`config.mk`:
```
export PLATFORM = sky130hd
export DESIGN_NAME = sdv_serial_tx
export DESIGN_NICKNAME = d
export VERILOG_FILES = /design/src/rtl/sdv_pkg.sv /design/src/rtl/sdv_word_shifter.sv /design/src/rtl/sdv_line_coder.sv /design/src/rtl/sdv_trs_watch.sv /design/src/rtl/sdv_serial_tx.sv
export SDC_FILE = /design/constraint.sdc
export NUM_CORES = 1
export LEC_CHECK = 0
export BUFFER_PORTS_ARGS = -buffer_cell sky130_fd_sc_hd__buf_4
export CAP_MARGIN = 10
export CORE_MARGIN = 2
export CORE_UTILIZATION = 57
export CTS_CLUSTER_SIZE = 8
export DETAILED_ROUTE_END_ITERATION = 8
export PLACE_DENSITY_LB_ADDON = 0.15
export REMOVE_ABC_BUFFERS = 1
export SLEW_MARGIN = 20
export SYNTH_ARGS = -nofsm -noshare
export SYNTH_HDL_FRONTEND = slang
export SYNTH_SLANG_ARGS = --single-unit
```
`constraint.sdc`:
```
create_clock -name clk -period 2 [get_ports clk]
set_input_delay 0 -clock clk [delete_from_list [all_inputs] [get_ports clk]]
set_output_delay 0 -clock clk [all_outputs]
set_load 0.02 [all_outputs]
```
`src/rtl/sdv_pkg.sv`:
```
package sdv_pkg;

  // matcher position inside the three-word preamble
  typedef enum logic [1:0] {
    PRE_NONE  = 2'd0,
    PRE_ONES  = 2'd1,
    PRE_ZERO1 = 2'd2
  } pre_state_e;

  // self-synchronising scrambler: data bit mixed with two history taps
  function automatic logic mix_bit(input logic din, input logic tap_near, input logic tap_far);
    return din ^ tap_near ^ tap_far;
  endfunction

  // NRZI: a one flips the line level, a zero keeps it
  function automatic logic nrzi_step(input logic level, input logic b);
    return b ? ~level : level;
  endfunction

endpackage

```
`src/rtl/sdv_word_shifter.sv`:
```
module sdv_word_shifter #(
  parameter int WORD_W = 10
) (
  input  logic              clk,
  input  logic              rst_n,
  input  logic              bit_en,
  input  logic [WORD_W-1:0] word_in,
  output logic              take,
  output logic              cur_bit
);
  localparam int CNT_W = $clog2(WORD_W);
  localparam logic [CNT_W-1:0] LAST = CNT_W'(WORD_W - 1);

  logic [CNT_W-1:0]  pos_q;
  logic [WORD_W-2:0] rest_q;
  logic              at_start;

  assign at_start = (pos_q == '0);
  assign take     = bit_en && at_start;
  assign cur_bit  = at_start ? word_in[0] : rest_q[0];

  always_ff @(posedge clk or negedge rst_n) begin
    if (!rst_n) begin
      pos_q  <= '0;
      rest_q <= '0;
    end else if (bit_en) begin
      if (at_start) begin
        rest_q <= word_in[WORD_W-1:1];
      end else begin
        rest_q <= {1'b0, rest_q[WORD_W-2:1]};
      end
      pos_q <= (pos_q == LAST) ? '0 : pos_q + 1'b1;
    end
  end
endmodule

```
`src/rtl/sdv_line_coder.sv`:
```
module sdv_line_coder #(
  parameter int TAP_NEAR = 4,
  parameter int TAP_FAR  = 9
) (
  input  logic clk,
  input  logic rst_n,
  input  logic bit_en,
  input  logic bypass,
  input  logic cur_bit,
  output logic scr_bit,
  output logic nrz_level,
  output logic ser_out
);
  import sdv_pkg::*;

  logic [TAP_FAR-1:0] hist_q;
  logic               level_q;
  logic               line_q;
  logic               level_nx;

  assign scr_bit   = mix_bit(cur_bit, hist_q[TAP_NEAR-1], hist_q[TAP_FAR-1]);
  assign level_nx  = nrzi_step(level_q, scr_bit);
  assign nrz_level = level_q;
  assign ser_out   = line_q;

  always_ff @(posedge clk or negedge rst_n) begin
    if (!rst_n) begin
      hist_q  <= '0;
      level_q <= 1'b0;
      line_q  <= 1'b0;
    end else if (bit_en) begin
      if (bypass) begin
        line_q <= cur_bit;
      end else begin
        hist_q  <= {hist_q[TAP_FAR-2:0], scr_bit};
        level_q <= level_nx;
        line_q  <= level_nx;
      end
    end
  end
endmodule

```
`src/rtl/sdv_trs_watch.sv`:
```
module sdv_trs_watch #(
  parameter int WORD_W     = 10,
  parameter int LOSS_WORDS = 32
) (
  input  logic              clk,
  input  logic              rst_n,
  input  logic              take,
  input  logic [WORD_W-1:0] word_in,
  output logic              trs_hit,
  output logic              lock
);
  import sdv_pkg::*;

  localparam int SIL_W = $clog2(LOSS_WORDS + 1);

  pre_state_e       st_q;
  logic [SIL_W-1:0] quiet_q;
  logic             pend_q;
  logic             lock_q;
  logic             is_ones;
  logic             is_zero;

  assign is_ones = &word_in;
  assign is_zero = ~|word_in;
  assign trs_hit = take && (st_q == PRE_ZERO1) && is_zero;
  assign lock    = lock_q;

  always_ff @(posedge clk or negedge rst_n) begin
    if (!rst_n) begin
      st_q <= PRE_NONE;
    end else if (take) begin
      case (st_q)
        PRE_NONE:  st_q <= is_ones ? PRE_ONES : PRE_NONE;
        PRE_ONES:  st_q <= is_zero ? PRE_ZERO1 : (is_ones ? PRE_ONES : PRE_NONE);
        PRE_ZERO1: st_q <= is_ones ? PRE_ONES : PRE_NONE;
        default:   st_q <= PRE_NONE;
      endcase
    end
  end

  always_ff @(posedge clk or negedge rst_n) begin
    if (!rst_n) begin
      quiet_q <= '0;
      pend_q  <= 1'b0;
      lock_q  <= 1'b0;
    end else if (take) begin
      if (trs_hit) begin
        pend_q  <= 1'b1;
        quiet_q <= '0;
      end else begin
        if (int'(quiet_q) != LOSS_WORDS) begin
          quiet_q <= quiet_q + 1'b1;
        end
        if (pend_q) begin
          lock_q <= 1'b1;
          pend_q <= 1'b0;
        end else if (int'(quiet_q) + 1 >= LOSS_WORDS) begin
          lock_q <= 1'b0;
        end
      end
    end
  end
endmodule

```
`src/rtl/sdv_serial_tx.sv`:
```
module sdv_serial_tx #(
  parameter int WORD_W     = 10,
  parameter int LOSS_WORDS = 32
) (
  input  logic              clk,
  input  logic              rst_n,
  input  logic              bit_en,
  input  logic              bypass,
  input  logic [WORD_W-1:0] word_in,
  output logic              word_take,
  output logic              ser_out,
  output logic              lock
);
  logic cur_bit;
  logic scr_bit;
  logic nrz_level;
  logic trs_hit;

  sdv_word_shifter #(.WORD_W(WORD_W)) shift_i (
    .clk     (clk),
    .rst_n   (rst_n),
    .bit_en  (bit_en),
    .word_in (word_in),
    .take    (word_take),
    .cur_bit (cur_bit)
  );

  sdv_line_coder #(.TAP_NEAR(4), .TAP_FAR(9)) coder_i (
    .clk       (clk),
    .rst_n     (rst_n),
    .bit_en    (bit_en),
    .bypass    (bypass),
    .cur_bit   (cur_bit),
    .scr_bit   (scr_bit),
    .nrz_level (nrz_level),
    .ser_out   (ser_out)
  );

  sdv_trs_watch #(.WORD_W(WORD_W), .LOSS_WORDS(LOSS_WORDS)) watch_i (
    .clk     (clk),
    .rst_n   (rst_n),
    .take    (word_take),
    .word_in (word_in),
    .trs_hit (trs_hit),
    .lock    (lock)
  );
endmodule

```
* Word-level counts from Yosys, hierarchy flattened
Index checks and enable logic that the tools add are counted.
Operators by class: shifts and indexed selects 0, mux-type cells 13, reductions and logical operators 14, multipliers 0, equal/unequal tests 4, $add $sub $neg 3, magnitude comparators 1, div/mod/pow operators 0, bitwise logic cells 5
Operators with widths (count):
- $ge 32x7->1 const B | 1
- $mux 6 | 2
- $reduce_and 10->1 | 1
- $reduce_or 10->1 | 1
- $mux 9 | 1
- $add 6x1->7 const B | 1
- $mux 1 | 7
- $add 6x1->6 const B | 1
- $ne 6x6->1 const B | 1
- $add 4x1->4 const B | 1
- $eq 4x4->1 const B | 1
- $logic_not 4->1 | 1
- $mux 4 | 1
- $pmux 2 s2 | 1
- $reduce_and 2->1 | 2
- $reduce_bool 2->1 | 2
- $logic_and 1x1->1 | 3
- $not 1->1 | 3
- $reduce_and 3->1 | 1
- $eq 2x1->1 const B | 1
- $eq 2x2->1 const B | 1
- $logic_not 2->1 | 1
- $mux 2 | 1
- $reduce_or 2->1 | 1
- 2 further kinds | 3
Word-level totals: logic and storage cells 49, bits in latches 0, memory bits (writable) 0, input bits 14, bits in read-only memories 0, memories 0, register bits 34

* Depth between registers and ports, before layout
Gate-level depths: netlist (run 1).
depth in word-level cells 6, depth in mapped cells 6

* Modules after synthesis
A second synthesis (run 1) with hierarchy kept.
Second synthesis, totals: cell total of the unflattened synthesis 169, area, all modules 1692.9 um^2
By module, submodules not included:
- sdv_word_shifter | seq. area each 325.3 um^2, cells an instance 58, times used 1, area an instance 621.8 um^2
- sdv_trs_watch | seq. area each 250.2 um^2, cells an instance 60, times used 1, area an instance 594.3 um^2
- sdv_line_coder | seq. area each 275.3 um^2, cells an instance 51, times used 1, area an instance 476.7 um^2

* Least setup slack after synthesis (run 1)
No wires, ideal clock.
path type reg2reg, start point reg shift_i.pos_q[1], end point reg coder_i.line_q (netlist: coder_i.ser_out), stages on the path, launching flop included 5, period minus slack after synthesis 1.672 ns, data required time 1.875 ns, path buffers 0, data arrival time 1.547 ns, path slack 0.328 ns, cells stage by stage dfrtp_1 nor4_4 mux2_4 xnor2_1 mux2_2
On the way: word-level cells in the longest chain between the ends 6
RTL lines:
- from (decl) | RTL line sdv_word_shifter.sv:14 | logic [CNT_W-1:0] pos_q;
- from (signal assigned) | RTL line sdv_word_shifter.sv:32 | pos_q <= (pos_q == LAST) ? '0 : pos_q + 1'b1;
- $logic_not 4->1 * | RTL line sdv_word_shifter.sv:18 | assign at_start = (pos_q == '0);
- $mux 1 * | RTL line sdv_word_shifter.sv:20 | assign cur_bit = at_start ? word_in[0] : rest_q[0];
- $xor 1x1->1 (2 in series) | RTL line sdv_pkg.sv:12 | return din ^ tap_near ^ tap_far;
- $mux 1 | RTL line sdv_pkg.sv:17 | return b ? ~level : level;
- $mux 1 * | RTL line sdv_line_coder.sv:32 | if (bypass) begin
- to (signal assigned) | RTL line sdv_line_coder.sv:33 | line_q <= cur_bit;
- to (signal assigned) | RTL line sdv_line_coder.sv:37 | line_q <= level_nx;
- to (decl) | RTL line sdv_line_coder.sv:18 | logic line_q;
Mark *: on every way between the ends. The rest lies on a longest branch, timed or not. A chain may end at the register's enable or synchronous reset.

* Final worst setup path (run 1)
start point reg shift_i.pos_q[1], end point reg watch_i.quiet_q[5]
On the way: word-level cells in the longest chain between the ends 6, elaborated cells on any way between the ends 7, those cells by class mux: 1; reduce/logical: 6
RTL lines:
- $logic_not 4->1 * | RTL line sdv_word_shifter.sv:18
- $logic_and 1x1->1 * | RTL line sdv_word_shifter.sv:19 | assign take = bit_en && at_start;
- $logic_and 1x1->1 (2 in series) | RTL line sdv_trs_watch.sv:25 | assign trs_hit = take && (st_q == PRE_ZERO1) && is_zero;
- $reduce_bool 2->1 (no line)
- $reduce_and 2->1 (no line)
- to (signal assigned) | RTL line sdv_trs_watch.sv:52 | quiet_q <= quiet_q + 1'b1;
- to (decl) | RTL line sdv_trs_watch.sv:17 | logic [SIL_W-1:0] quiet_q;
Marked as above.

==> results.json, run 1 <==
{
  "start_util": 0.604,
  "rr_worst_depth": 4,
  "regToRegSetupSlack_ns": 0.17,
  "crit_fanout": 10,
  "status": "completed",
  "finalPower_mw": 2.49,
  "avgSynthCellArea_sq_um": 10.6,
  "worst_slew_pin_slew_ns": 0.498,
  "slowest_delay_ns": 0.50,
  "timing.rr.end": "watch_i.quiet_q[5]$_DFFE_PN0P_",
  "r2r-start": "shift_i.pos_q[1]$_DFFE_PN0P_",
  "dieArea_sq_um": 3370,
  "hold_class": "in -> async",
  "clkLatencyLatePin_ns": 0.34,
  "worst-path-stages": 4,
  "cap_violations": 0,
  "antenna_found_initial": 0,
  "fin_nets": 209,
  "drtAntennaViolNets": 0,
  "period_share": 0.917,
  "cp_cell_sequence": "nor4_4 > nand2_2 > or3_1 > o211ai_1",
  "netlist_area_sq_um": 1670,
  "vias_per_cell": 5.70,
  "ir_drop_uv": 1020,
  "drtIter0Drc": 34,
  "gp_congestion": 0.859,
  "grt_pass1_wl_mm": 5.77,
  "core_area_sq_um": 2760,
  "slew_violations": 0,
  "die_height_um": 58.1,
  "hold_viol": 0,
  "drcViolationCount": 0,
  "synth_seq_cells": 34,
  "cts_htree_levels": 2,
  "grt_remaining_overflow": 0,
  "clock_sinks": 34,
  "hpwl_mm": 2.33,
  "p_per_area_nw_per_um2": 1210,
  "syn2layout_area_growth_pct": 23.2,
  "path_clk_slew_ns": 0.11,
  "die_w_um": 58.1,
  "synth_edf_count": 0,
  "rsz0062_at_grt": "false",
  "synthFlopType": "dfrtp_1",
  "fin_skew_ns": 0.00714,
  "grt_max_degree": 35,
  "finalSetupViolations": 0,
  "endpoint_kind": "register",
  "worst_slack_ns": 0.166,
  "fin_crit_ns": 1.83,
  "critPathArrivalTime_ns": 2.09,
  "boundaryPins": 17,
  "antenna_cells": 0,
  "netlist_instances": 157,
  "grt_pass1_vias": 1278,
  "port_buffers": 16,
  "rows": 19,
  "fmax_ghz": 0.545,
  "synthArstFlopShare": 1.00,
  "cts_tree": "yes",
  "drive_gt1_frac": 0.201,
  "finalSetupTns_ns": 0,
  "slew_headroom": 0.665,
  "critical-path-top-delay-family": "simple AND/OR/NAND/NOR gates",
  "ys_warn_count": 0,
  "cts-buffers-inserted": 5,
  "required_ns": 2.26,
  "wirelength_mm": 3.34,
  "cts_resized": 0,
  "cts_buffer_depth": 2,
  "pre_cts_ws_ns": 0.191,
  "synth-seq-area-share": 0.511,
  "routedWlPerCell_um": 14.8,
  "criticalPathCategory": "reg -> reg",
  "path_buf_inv": 0,
  "crit_path_start_kind": "register",
  "first_pass_iters": 4,
  "grt_use_total": 0.234,
  "root_buffer": "clkbuf_4",
  "ys_types": 37,
  "slowest_stage": "nor4_4",
  "vias": 1283,
  "p_leak_nw": 0.922
}
[stage by stage]
stage | hold WS, ns | instance area (sq um) | cells | util
3_5_place_dp | -0.0315 | 1830 | 202 | 0.662
5_1_grt | 0.145 | 2050 | 225 | 0.745
3_3_place_gp | -0.0346 | 1830 | 202 | 0.662
6_report | 0.123 | 2050 | 225 | 0.745
4_1_cts | 0.125 | 2050 | 225 | 0.745
2_1_floorplan | -0.296 | 1640 | 152 | -
[cell usage in the layout (no fill, tap or decap), drive strengths merged, types with 3 or more instances in the layout]
| cell type | count |
|---|---|
| clkbuf | 5 |
| nor2 | 16 |
| nand4 | 3 |
| o21ai | 5 |
| o211ai | 3 |
| dlygate4sd3 | 15 |
| nand2 | 11 |
| buf | 19 |
| nand3 | 5 |
| xor2 | 3 |
| nor4 | 3 |
| mux2 | 10 |
| a21oi | 10 |
| nor2b | 6 |
| mux2i | 9 |
| xnor2 | 4 |
| dfrtp | 34 |
| inv | 8 |
[layer usage]
layer  global-route usage  vias to the layer above  wire length (um)
met5                    0                        -                 0
met4                0.110                        0                68
met3               0.0781                        9               137
met2                0.381                       31              1660
met1                0.280                      613              1470
li1                     -                      630                 -
[cell type report]
type	count	area, sq um
clock buffers	5	37.5
clock inverters	3	40.0
fillers	197	704
inverters	8	30.0
multi-input cells	110	763
flip-flops and latches	34	851
well taps	31	38.8
repair buffers	34	293
[worst reg2reg max path, cell delays in order (launching register included)]
cell,delay (ns)
dfrtp_1,0.47
nor4_4,0.50
nand2_2,0.23
or3_1,0.38
o211ai_1,0.17
[worst max-delay path by stage]
stage / endpoint / slack [ns] / start
after floorplan: watch_i.quiet_q[4]$_DFFE_PN0P_ / -0.09 / shift_i.pos_q[1]$_DFFE_PN0P_
after global placement: coder_i.ser_out$_DFFE_PN0P_ / 0.27 / shift_i.pos_q[1]$_DFFE_PN0P_
after detailed placement: coder_i.ser_out$_DFFE_PN0P_ / 0.19 / shift_i.pos_q[1]$_DFFE_PN0P_
after CTS: coder_i.ser_out$_DFFE_PN0P_ / 0.17 / shift_i.pos_q[1]$_DFFE_PN0P_
after global routing: word_take / 0.02 / shift_i.pos_q[1]$_DFFE_PN0P_
final: watch_i.quiet_q[5]$_DFFE_PN0P_ / 0.17 / shift_i.pos_q[1]$_DFFE_PN0P_
[synth_stat cells (2+ instances only)]
cell	instances	area, sq um
o211ai_1	3	22.5
nor4_1	2	12.5
nand4_1	3	18.8
o31ai_1	2	15.0
xnor2_1	4	35.0
and3_1	2	12.5
dfrtp_1	34	851
xor2_1	3	26.3
a21o_1	2	15.0
a22o_1	2	17.5
nor2b_1	6	37.5
mux2i_1	9	90.1
o21ai_0	5	25.0
nand3_1	5	25.0
nand2_1	10	37.5
ha_1	2	25.0
mux2_2	9	101
inv_1	8	30.0
a21oi_1	10	50.1
or3_1	2	12.5
nor2_1	16	60.1
buf_2	3	15.0
[kinds of logic after synthesis]
group                    Yosys count  share of synthesized area
AND/OR/NAND/NOR                   54                      0.175
flip-flops                        34                      0.511
AO/OA/AOI/OAI                     28                      0.107
multiplexers                      19                      0.124
buffers and inverters             13                     0.0315
XOR/XNOR                           7                     0.0368
adder cells (fa/ha/maj)            2                     0.0150
[where the power goes]
group	leakage, nW	switching, mW	total, mW	internal, mW
Combinational	0.471	0.379	0.818	0.439
Sequential	0.406	0.226	1.18	0.951
Clock	0.0450	0.236	0.495	0.259
[registers in the layout, indices dropped and copies added (netlist names)]
name,count
coder_i.hist_q,9
shift_i.rest_q,9
watch_i.quiet_q,6
shift_i.pos_q,4
watch_i.st_q,2
coder_i.nrz_level,1
coder_i.ser_out,1
watch_i.lock,1
watch_i.pend_q,1
[timing repair]
action | CTS | global route
setup buffers | 0 | 0
endpoints found under the hold margin | 46 | 0
hold buffers | 15 | 0
Note: power is estimated with default switching activity, not from simulation.
==> inputs of run 2 (changes only) <==
- CORE_UTILIZATION: 57 -> 60
- clock period: 2 -> 2.14 ns (I/O delays scaled with it)
==> results.json, run 2 (synthesized netlist as in run 1, its figures left out) <==
{
  "status": "completed",
  "clock_sinks": 34,
  "syn2layout_area_growth_pct": 21.5,
  "holdBufCountCts": 14,
  "crit_path_start_kind": "register",
  "vias": 1304,
  "grt.met3_usage": 0.0714,
  "slew_headroom": 0.715,
  "whs_ns": 0.0513,
  "criticalPathCategory": "reg -> reg",
  "final_common_cell": "dfrtp_1",
  "drtIter0Drc": 50,
  "critical-path-top-delay-family": "compound AO/OA/AOI/OAI gates",
  "final_cell_mix": "dfrtp_1 (34), buf_4 (19), nor2_1 (16), dlygate4sd3_1 (14)",
  "clkLatencyLatePin_ns": 0.33,
  "grt_pass1_wl_mm": 5.73,
  "grt_pass1_vias": 1319,
  "busiest_layer": "met2",
  "fill_cells": 187,
  "grtUsageMet1": 0.258,
  "die_height_um": 56.7,
  "antenna_found_initial": 0,
  "root_buffer": "clkbuf_4",
  "start_util": 0.620,
  "vias_per_cell": 5.82,
  "routedWlPerCell_um": 14.5,
  "boundaryPins": 17,
  "slew_violations": 0,
  "dpl_cell_area_sq_um": 1830,
  "cts_tree": "yes",
  "finalSetupTns_ns": 0,
  "cts_resized": 0,
  "path_clk_slew_ns": 0.10,
  "fin_nets": 208,
  "fin_crit_ns": 1.83,
  "top_regs": "coder_i.hist_q (9), shift_i.rest_q (9), watch_i.quiet_q (6)",
  "antenna_cells": 0,
  "pre_cts_ws_ns": 0.334,
  "cts_setup_buffers": 0,
  "endpoint_kind": "register",
  "fin_skew_ns": 0.00731,
  "ir_drop_uv": 884,
  "finalPower_mw": 2.23,
  "grt_use_total": 0.234,
  "hold_viol": 0,
  "worst_slack_ns": 0.312,
  "drtAntennaViolNets": 0,
  "rsz0062_at_grt": "false",
  "period_share": 0.854,
  "fmax_ghz": 0.547,
  "crit_fanout": 10,
  "cts-buffers-inserted": 5,
  "gp_congestion": 0.954,
  "slowest_delay_ns": 0.47,
  "core_area_sq_um": 2690,
  "p_leak_nw": 0.909,
  "finalSetupViolations": 0,
  "hpwl_mm": 2.19,
  "grt_max_degree": 35,
  "port_buffers": 16,
  "fin_area_sq_um": 2030,
  "hold_class": "in -> reg",
  "cts_htree_levels": 2,
  "dieArea_sq_um": 3220,
  "drive_gt1_frac": 0.197,
  "slowest_stage": "dfrtp_1",
  "path_buf_inv": 1,
  "cap_violations": 0,
  "first_pass_iters": 4,
  "grt_remaining_overflow": 0,
  "multi_input_area_sq_um": 763,
  "p_per_area_nw_per_um2": 1100,
  "rows": 19,
  "wirelength_mm": 3.25,
  "cp_cell_sequence": "nor4_4 > buf_4 > nand2_2 > a2111oi_0 > o2bb2ai_1",
  "critPathArrivalTime_ns": 2.04,
  "grt_util_met2": 0.414,
  "drcViolationCount": 0,
  "die_w_um": 56.7,
  "cts_buffer_depth": 2,
  "register_area_sq_um": 851,
  "required_ns": 2.35,
  "worst_slew_pin_slew_ns": 0.427
}
## run 2: changes by cell type in the layout (fill, tap and decap cells not counted)
cell and change:
clkinv_2 -1, clkbuf_8 +1, dlygate4sd3_1 -1, clkbuf_1 +1
bufinv_16 -1
## run 2: cell type report
class | instances | area share
clock buffer | 7 | 0.0272
inverter | 8 | 0.0148
tap | 31 | 0.0191
clock inverter | 1 | 0.00247
sequential | 34 | 0.420
timing repair buffer | 33 | 0.140
multi-input combinational | 110 | 0.377
## run 2: per-layer routing
layer  vias to the layer above  part of all wire
met2                        31              0.54
met3                         8             0.038
met4                         0             0.016
met1                       638              0.41
met5                         -                 0
li1                        627                 -
## run 2: final timing paths
check	start	to	slack [ns]	depth (start not counted)
max in group asynchronous	rst_n	watch_i.quiet_q[5]$_DFFE_PN0P_	1.69	2
min in group asynchronous	rst_n	coder_i.hist_q[2]$_DFFE_PN0P_	0.13	2
worst max-delay path	shift_i.pos_q[1]$_DFFE_PN0P_	watch_i.lock$_DFFE_PN0P_	0.31	5
worst max register to register	shift_i.pos_q[1]$_DFFE_PN0P_	watch_i.lock$_DFFE_PN0P_	0.31	5
worst min-delay path	bit_en	shift_i.rest_q[0]$_DFFE_PN0P_	0.05	2
worst min register to register	watch_i.pend_q$_DFFE_PN0P_	watch_i.pend_q$_DFFE_PN0P_	0.50	1
## run 2: stage by stage
stage	cells	util
CTS	224	0.754
finish	224	0.754
floorplan	152	-
global route	224	0.754
detailed placement	202	0.680
global placement	202	0.680
## run 2: power by group
group	switching [mW]	internal (mW)	total [mW]
registers	0.200	0.889	1.09
logic	0.357	0.415	0.772
clock network	0.206	0.159	0.365
==> inputs of run 3 (changes only) <==
- BUFFER_PORTS_ARGS: -buffer_cell sky130_fd_sc_hd__buf_4 -> unset
- DONT_BUFFER_PORTS: unset -> 1
==> results.json, run 3 (synthesized netlist as in run 1, its figures left out) <==
{
  "cts-buffers-inserted": 5,
  "antenna_found_initial": 0,
  "boundaryPins": 17,
  "worstHoldStart": "bypass",
  "slew_headroom": 0.412,
  "period_share": 0.924,
  "timing.rr.end": "watch_i.lock$_DFFE_PN0P_",
  "criticalPathCategory": "reg -> out",
  "status": "completed",
  "drcViolationCount": 0,
  "grt_use_total": 0.220,
  "dieArea_sq_um": 3220,
  "p_leak_nw": 0.828,
  "hpwl_mm": 2.00,
  "worst_slew_pin_slew_ns": 0.879,
  "whs_ns": 0.0219,
  "rsz0062_at_grt": "false",
  "vias": 1208,
  "rr_worst_depth": 4,
  "holdPathStages": 2,
  "grt_max_degree": 35,
  "port_buffers": 0,
  "finalSetupTns_ns": 0,
  "drtIter0Drc": 50,
  "whs_endpoint": "coder_i.hist_q[0]$_DFFE_PN0P_",
  "final_common_cell": "dfrtp_1",
  "core_area_sq_um": 2690,
  "grt_pass1_wl_mm": 5.30,
  "first_pass_iters": 4,
  "critPathArrivalTime_ns": 1.98,
  "gp_congestion": 0.829,
  "clkLatencyLatePin_ns": 0.35,
  "cts_htree_levels": 2,
  "crit_fanout": 10,
  "start_util": 0.620,
  "routedWlPerCell_um": 15.2,
  "top_regs": "coder_i.hist_q (9), shift_i.rest_q (9), watch_i.quiet_q (6)",
  "syn2layout_area_growth_pct": 13.9,
  "slew_violations": 0,
  "drtAntennaViolNets": 0,
  "finalPower_mw": 2.18,
  "crit_path_start_kind": "register",
  "grt_pass1_vias": 1187,
  "ir_drop_uv": 854,
  "hold_class": "in -> reg",
  "antenna_cells": 0,
  "finalSetupViolations": 0,
  "place_inst": 185,
  "rows": 19,
  "p_per_area_nw_per_um2": 1150,
  "cts_setup_buffers": 0,
  "fin_skew_ns": 0.0154,
  "cts_tree": "yes",
  "cts_resized": 0,
  "cap_violations": 0,
  "cts_buffer_depth": 2,
  "die_height_um": 56.7,
  "grt_remaining_overflow": 0,
  "required_ns": 2.14,
  "fmax_ghz": 0.506,
  "clock_sinks": 34,
  "fin_crit_ns": 1.98,
  "vias_per_cell": 5.86,
  "die_w_um": 56.7,
  "endpoint_kind": "output pin",
  "wirelength_mm": 3.13,
  "hold_viol": 0,
  "final_cell_mix": "dfrtp_1 (34), nor2_1 (16), dlygate4sd3_1 (12), nand2_1 (10), a21oi_1 (10)",
  "root_buffer": "clkbuf_4",
  "cp-startpoint": "shift_i.pos_q[0]$_DFFE_PN0P_",
  "instances_no_fill": 206,
  "fin_nets": 190,
  "regToRegSetupSlack_ns": 0.18,
  "path_clk_slew_ns": 0.10,
  "r2r-start": "shift_i.pos_q[0]$_DFFE_PN0P_",
  "drive_gt1_frac": 0.126
}
## run 3: area by class of cell
cell class                      instances  area (sq um)
Tap cell                               31          38.8
Sequential cell                        34           851
Fill cell                             201           788
Clock inverter                          1          5.00
Clock buffer                            7          55.1
Multi-Input combinational cell        110           763
Inverter                                8          30.0
Timing Repair Buffer                   15           155
## run 3: through the flow
step | setup WS, ns | util | cell area (sq um)
detailed placement | 0.215 | 0.632 | 1700
global route | 0.0122 | 0.707 | 1900
finish | 0.162 | 0.707 | 1900
global placement | 0.275 | 0.632 | 1700
floorplan | 0.0514 | - | 1640
CTS | 0.161 | 0.707 | 1900
## run 3: where the power goes
| group | internal, mW | switching [mW] | total (mW) | leakage (nW) |
|---|---|---|---|---|
| combinational | 0.375 | 0.324 | 0.698 | 0.386 |
| sequential | 0.889 | 0.221 | 1.11 | 0.406 |
| clock | 0.159 | 0.214 | 0.373 | 0.0353 |
| total | 1.42 | 0.758 | 2.18 | 0.828 |
## run 3: what timing repair did
item | in CTS | in global routing
endpoints found under the setup margin | 0 | 1
endpoints found under the hold margin | 54 | 0
hold buffers | 13 | 0
## run 3: worst max path at each step
stage | end | slack (ns)
after floorplan | watch_i.quiet_q[4]$_DFFE_PN0P_ | 0.05
after global routing | word_take | 0.01
after global placement | watch_i.lock$_DFFE_PN0P_ | 0.27
after CTS | word_take | 0.16
after detailed placement | watch_i.lock$_DFFE_PN0P_ | 0.22
final | word_take | 0.16
## run 3: critical path, cell delays in order, from the launching register on
cell	delay, ns
dfrtp_1	0.46
nor4_4	0.58
nand2_2	0.25
inv_1	0.19
buf_4	0.16
## run 3: metal layers
metal  track usage  up-vias  part of all wire  wire length, um
met5             0        -                 0                0
met1         0.266      585              0.44             1370
met4        0.0918        0             0.017               53
li1              -      590                 -                -
met2         0.350       28              0.50             1560
met3        0.0829        5             0.049              152
